### src/rtl/rxto_pkg.sv
// Package: shared sizing for the receive character timeout detector.
// Assumes a fixed worst-case frame and a 16x tick; all counts derive here.
package rxto_pkg;
    parameter int unsigned TICKS_PER_BIT  = 16;
    parameter int unsigned BITS_PER_CHAR  = 12;
    parameter int unsigned CHARS_TO_WAIT  = 4;
    parameter int unsigned LIMIT_DEFAULT  = TICKS_PER_BIT * BITS_PER_CHAR * CHARS_TO_WAIT;
endpackage

### src/rtl/rxto_restart.sv
// Module: rxto_restart
// Merges every event that must restart the quiet window into one strobe.
// Assumes all inputs are synchronous to the counter clock.
module rxto_restart (
    input  logic fifo_en,
    input  logic rx_push,
    input  logic rx_pop,
    input  logic rx_nonempty,
    input  logic rbr_rd,
    output logic restart
);
    // Purpose: any traffic, an empty FIFO, a read or disabled mode restarts.
    always_comb begin
        restart = !fifo_en || !rx_nonempty || rx_push || rx_pop || rbr_rd;
    end
endmodule

### src/rtl/rxto_sat_counter.sv
// Module: rxto_sat_counter
// Counts tick enables up to LIMIT and then holds there.
// Assumes restart has priority over a tick in the same cycle.
module rxto_sat_counter #(
    parameter int unsigned LIMIT = 768,
    parameter int unsigned CW    = $clog2(LIMIT + 1)
) (
    input  logic          clk,
    input  logic          rst_n,
    input  logic          restart,
    input  logic          tick,
    output logic [CW-1:0] count
);
    localparam logic [CW-1:0] TOP = CW'(LIMIT);

    // Purpose: clear on restart, otherwise step on tick until saturated.
    always_ff @(posedge clk) begin
        if (!rst_n) begin
            count <= '0;
        end else if (restart) begin
            count <= '0;
        end else if (tick && (count != TOP)) begin
            count <= count + CW'(1);
        end
    end
endmodule

### src/rtl/rxto_flag_stage.sv
// Module: rxto_flag_stage
// Registers the timeout flag from the saturated count.
// Assumes the count holds at LIMIT, so the flag persists until restart.
module rxto_flag_stage #(
    parameter int unsigned LIMIT = 768,
    parameter int unsigned CW    = $clog2(LIMIT + 1)
) (
    input  logic          clk,
    input  logic          rst_n,
    input  logic          restart,
    input  logic [CW-1:0] count,
    output logic          flag
);
    localparam logic [CW-1:0] TOP = CW'(LIMIT);

    // Purpose: flag follows a full window unless a restart is present.
    always_ff @(posedge clk) begin
        if (!rst_n) begin
            flag <= 1'b0;
        end else begin
            flag <= !restart && (count == TOP);
        end
    end
endmodule

### src/rtl/rx_char_timeout.sv
// Module: rx_char_timeout (top)
// Raises timeout after CHARS character times of a non-empty, idle receive FIFO.
// Assumes tick16 is a one-clock enable at 16x the bit rate and that the
// character time is fixed at the worst-case frame length.
module rx_char_timeout #(
    parameter int unsigned TICKS_PER_BIT = rxto_pkg::TICKS_PER_BIT,
    parameter int unsigned BITS_PER_CHAR = rxto_pkg::BITS_PER_CHAR,
    parameter int unsigned CHARS         = rxto_pkg::CHARS_TO_WAIT
) (
    input  logic clk,
    input  logic rst_n,
    input  logic fifo_en,
    input  logic tick16,
    input  logic rx_push,
    input  logic rx_pop,
    input  logic rx_nonempty,
    input  logic rbr_rd,
    output logic timeout
);
    localparam int unsigned THRESH = TICKS_PER_BIT * BITS_PER_CHAR * CHARS;
    localparam int unsigned CW     = $clog2(THRESH + 1);

    logic          restart;
    logic [CW-1:0] cnt_q;

    rxto_restart u_restart (
        .fifo_en     (fifo_en),
        .rx_push     (rx_push),
        .rx_pop      (rx_pop),
        .rx_nonempty (rx_nonempty),
        .rbr_rd      (rbr_rd),
        .restart     (restart)
    );

    rxto_sat_counter #(.LIMIT(THRESH), .CW(CW)) u_count (
        .clk     (clk),
        .rst_n   (rst_n),
        .restart (restart),
        .tick    (tick16),
        .count   (cnt_q)
    );

    rxto_flag_stage #(.LIMIT(THRESH), .CW(CW)) u_flag (
        .clk     (clk),
        .rst_n   (rst_n),
        .restart (restart),
        .count   (cnt_q),
        .flag    (timeout)
    );
endmodule

### config.mk
export PLATFORM = sky130hd
export DESIGN_NAME = rx_char_timeout
export DESIGN_NICKNAME = d
export VERILOG_FILES = /design/src/rtl/rxto_pkg.sv /design/src/rtl/rxto_restart.sv /design/src/rtl/rxto_sat_counter.sv /design/src/rtl/rxto_flag_stage.sv /design/src/rtl/rx_char_timeout.sv
export SDC_FILE = /design/constraint.sdc
export NUM_CORES = 1
export LEC_CHECK = 0
export BUFFER_PORTS_ARGS = -buffer_cell sky130_fd_sc_hd__buf_2
export CAP_MARGIN = 20
export CELL_PAD_IN_SITES_DETAIL_PLACEMENT = 1
export CELL_PAD_IN_SITES_GLOBAL_PLACEMENT = 1
export CORE_UTILIZATION = 38
export CTS_BUF_LIST = sky130_fd_sc_hd__clkbuf_8
export DETAILED_ROUTE_END_ITERATION = 7
export PLACE_DENSITY_LB_ADDON = 0.1
export SYNTH_ARGS = -nofsm -noshare
export SYNTH_HDL_FRONTEND = slang
export SYNTH_HIERARCHICAL = 1
export SYNTH_SLANG_ARGS = --single-unit
### constraint.sdc
create_clock -name clk -period 1.6 [get_ports clk]
set_clock_uncertainty 0.15 [all_clocks]
set_input_delay 0.32 -clock clk [delete_from_list [all_inputs] [get_ports clk]]
set_output_delay 0.32 -clock clk [all_outputs]
set_load 0.01 [all_outputs]
[After elaboration in Yosys (flattened, before gate mapping)]
Cells that the tools add are included.
Cells by class
  add/sub/neg operators: 1
  equal/unequal tests: 2
  bitwise gates (word level): 1
  reductions and logical operators: 10
Operators with widths (count)
  $add 10x1->10 const B: 1
  $eq 10x10->1 const B: 1
  $ne 10x10->1 const B: 1
  $logic_or 1x1->1: 4
  $logic_not 1->1: 3
  $logic_and 1x1->1: 2
  $reduce_or 2->1: 1
  $not 1->1: 1
Storage, ports and cells
  register bits: 11
  input bits: 8
  output and inout bits: 1
  logic and storage cells: 16

[Longest topological paths before layout]
  word-level depth: 7
  mapped depth: 5

[By module]
Netlist, hierarchy kept.
By module, submodules not included
  rxto_sat_counter: instances 1, cells an instance 60, area each 514.2 µm², seq. area each 200.2 µm²
  rxto_flag_stage: instances 1, cells an instance 5, area each 57.6 µm², seq. area each 20.0 µm²
  rxto_restart: instances 1, cells an instance 2, area each 11.3 µm², seq. area each 0.0 µm²

[Worst setup path after synthesis]
Ideal clock, no wire load.
  kind: in2reg
  from: input port rx_pop
  to: register u_count.count[2]
  data arrival time: 1330 ps
  required time: 1378 ps
  path slack: 48 ps
  cell stages on the path: 4
  path buffers: 0
  cell sequence: or4_1 -> nor2b_1 -> nand2b_1 -> mux2i_1
On the way
  longest elaborated chain between the ends: 3
RTL lines
  start, declared: RTL line rx_char_timeout.sv:15  | input logic rx_pop,
  $logic_or 1x1->1 (2 in a row): RTL line rxto_restart.sv:14  | restart = !fifo_en || !rx_nonempty || rx_push || rx_pop || rbr_rd;
  $reduce_or 2->1 (no source line)
  end signal, assigned: RTL line rxto_sat_counter.sv:23  | count <= count + CW'(1);
  end, declared: RTL line rxto_sat_counter.sv:12  | output logic [CW-1:0] count
Every way passes these cells.
A chain may end at the register's enable or synchronous reset.

[Final worst setup path]
  from: register u_count.count[0]
  to: register u_count.count[8]
On the way
  longest elaborated chain between the ends: 2
  elaborated cells on any way between the ends: 3
RTL lines
  branches (longest 2 deep; another with $add 10x1->10)
Several ways; the timed one is not identified.

==> out/results.tsv <==
stage	metric	value	unit
logic_synthesis	yosysSeqAreaShare	0.378	
clocking	clock_path_buffers	2	
run_status	run_status	completed	
clocking	clkSlewWorstSetupHoldPaths	50	ps
sta	final_min_period_over_clock_period	0.955	
cells_and_area	drive_gt1_frac	0.286	
setup_path	path_cells	ha_1, nand2_1, or4_1, a21oi_1	
die	die_w	41.2	um
place	place.detailed.hpwl	1.15	mm
setup_path	timing.reg2reg.setup_slack	70	ps
clocking	post_cts_resized	0	
sta	worst_slew_margin_rel	0.772	
grt	global_route.overflow_total	0	
logic_synthesis	yosysWarnings	6	
power	worst_ir_drop_vdd	0.482	mV
die	fp.dieArea	1690	um2
sta	final_max_slew_viol_count	0	
min_path	holdPathEnd	u_count/count[1]$_SDFFE_PP0P_	
route	detail_route.iter0.violations	13	
setup_path	critical_path.top_delay_family	simple AND/OR/NAND/NOR gates	
grt	grt_pass1_wl	2.28	mm
min_path	timing.hold.worst.start	u_count/count[1]$_SDFFE_PP0P_	
die	std_cell_rows	13	
die	dieHeight	41.2	um
logic_synthesis	ys.flop_type	dfxtp_1	
setup_path	max_stage_delay	520	ps
flow_run	cap_violations	0	
logic_synthesis	synth.avg_cell_area	8.70	um2
route	detailedRoute.firstPassIterationCount	4	
cells_and_area	multi_input_comb_area	358	um2
clocking	tritoncts	yes	
logic_synthesis	total_of_flip_flops_plus_latches_after_synthesis	11	
route	wire_length_after_detailed_routing	1.50	mm
setup_path	crit_path_start_kind	flip-flop	
sta	worst_hold_margin	324	ps
setup_path	kind_of_end_point_of_the_critical_path	flip-flop	
power	leakagePower	0.265	nW
cells_and_area	nets	95	
logic_synthesis	mappedNetlistArea	583	um2
logic_synthesis	synth_area_leader_cell	dfxtp_1	
clocking	numCtsBuffers	3	
die	core_region	1370	um2
setup_path	crit_required	1620	ps
grt	grt_max_degree	9	
cells_and_area	n_antenna_cell	0	
sta	setup_viol	0	
setup_path	arrival	1550	ps
setup_path	timing.reg2reg.worst_path_depth	4	
sta	tightest_slew	341	ps
setup_path	regToRegStartpoint	u_count/count[0]$_SDFFE_PP0P_	
clocking	clkLatencyLatePin	240	ps
route	number_of_vias_after_detailed_routing	591	
logic_synthesis	synthTopCellsByCount	dfxtp_1 (11), nand2_1 (9), a21oi_1 (5), or4_1 (5), o31ai_1 (4)	
setup_path	worstPathMaxFanout	4	
min_path	worstHoldPathType	reg2reg	
setup_path	criticalPathCategory	reg2reg	
sta	grt_setup_unrepaired	no	
setup_path	slowest_stage	or4_1	
cells_and_area	layout-area-overhead-vs-synth	26.4	%
clocking	master_cell_of_the_clock_root_buffer	clkbuf_8	
route	route.detailed.drc	0	
power	total_power	0.568	mW
sta	max_freq	654	MHz
cells_and_area	n_fill_cell	176	
place	gp_routability_congestion	0.805	
clocking	number_of_buffers_added_to_fix_hold_violations_after_cts	0	
logic_synthesis	synth.most_common_cell	dfxtp_1	
cells_and_area	finalCoreUtilization	0.539	
clocking	tritoncts_num_sinks	11	
logic_synthesis	synth_top_area_share	0.378	
logic_synthesis	async_reset_ff_frac	0	
setup_path	timing.rr.end	u_count/count[8]$_SDFFE_PP0P_	
logic_synthesis	synth.lib_cells_used.distinct	23	
logic_synthesis	synth_enable_flop_cells	0	
cells_and_area	register_area	226	um2
min_path	timing.hold.worst_path_depth	2	
route	drt.antenna.violating_nets	0	
clocking	htree_levels	1	
route	drt-wirelength-per-cell	15.1	um
grt	globalRouteTotalUtil	0.212	
route	route.detailed.vias_per_inst	5.97	
logic_synthesis	mappedNetlistNets	77	
grt	antenna_found_initial	0	
power	cell_area_power_density	771	nW/um2
die	start_util	0.427	
logic_synthesis	synth_cells	67	
grt	vias_in_the_first_global_route	518	
sta	report.final.hold_viol_count	0	
setup_path	cp_num_buf_inv	0	
logic_synthesis	synth_top_cells_by_area	dfxtp_1 (38%), or4_1 (6.4%), nand2_1 (5.8%), mux2i_1 (5.2%), o31ai_1 (5.2%)	
sta	final.min_clock_period	1530	ps
die	ioPinCount	9	
place	buffer_ports.inserted	8	
clocking	post_cts_buffers	0	
-- state kept, by name (all words and copies together) (netlist names) --
signal,flops
u_count/count,10
u_flag/flag,1
-- worst register-to-register path, stage by stage, from the launching register on --
cell,delay (ps)
dfxtp_2,340
ha_1,180
nand2_1,120
or4_1,520
a21oi_1,150
-- kinds of logic (layout without fill, tap and decap cells) --
family | count (synthesis) | in the layout | share of synthesized area
xor+xnor | 2 | 2 | 0.0300
compound gates | 12 | 12 | 0.124
buf+inv | 3 | 20 | 0.0193
simple gates | 34 | 34 | 0.354
mux | 3 | 3 | 0.0515
fa+ha+maj | 2 | 2 | 0.0429
flops | 11 | 11 | 0.378
-- metal layers --
layer	vias up	global-route usage	part of all wire
li1	285	-	-
met1	292	0.221	0.42
met2	14	0.383	0.53
met3	0	0.0978	0.054
met4	0	0.0484	0
met5	-	0	0
-- worst max-delay path by stage --
stage,start,endpoint,cells after the start
floorplan,rx_pop,u_count/count[2]$_SDFFE_PP0P_,4
global placement,rx_pop,u_count/count[1]$_SDFFE_PP0P_,6
detailed placement,rx_pop,u_count/count[5]$_SDFFE_PP0P_,4
CTS,u_count/count[0]$_SDFFE_PP0P_,u_count/count[8]$_SDFFE_PP0P_,4
global route,u_count/count[6]$_SDFFE_PP0P_,u_count/count[9]$_SDFFE_PP0P_,3
finish,u_count/count[0]$_SDFFE_PP0P_,u_count/count[8]$_SDFFE_PP0P_,4
-- cell usage in the layout, fill, tap and decap left out, types with 2 or more instances in the layout --
master	count
o31ai_1	4
a31oi_1	2
dfxtp_2	5
a21oi_1	5
nor2_1	2
clkbuf_8	3
inv_1	4
nand2b_1	2
buf_4	5
buf_2	8
nand2_1	9
or4_1	5
mux2i_1	3
nand3_1	3
nor2b_1	2
dfxtp_1	6
nand4_1	3
xor2_1	2
ha_1	2
-- power by group --
group          switching [mW]  leakage (nW)  internal, mW
clock network           0.106        0.0269         0.169
registers            0.000150        0.0911         0.274
logic                 0.00970         0.147       0.00976
total                   0.116         0.265         0.453
-- final cells by class --
class                      instances  area share
multi-input combinational         53       0.486
sequential                        11       0.307
timing repair buffer              13       0.105
clock buffer                       3      0.0560
tap                               15      0.0255
inverter                           3      0.0153
clock inverter                     1     0.00509
-- through the flow --
| step | area, um2 | setup slack (ps) | setup TNS, ps | std cells |
|---|---|---|---|---|
| after CTS | 724 | 17.5 | 0 | 99 |
| after global placement | 679 | -47.7 | -336 | 95 |
| after detailed placement | 679 | -112 | -874 | 95 |
| final | 737 | 71.2 | 0 | 99 |
| after global routing | 737 | 8.08 | 0 | 99 |
| after floorplan | 583 | 48.3 | 0 | 67 |
No activity file was read; power rests on OpenSTA's default activity.
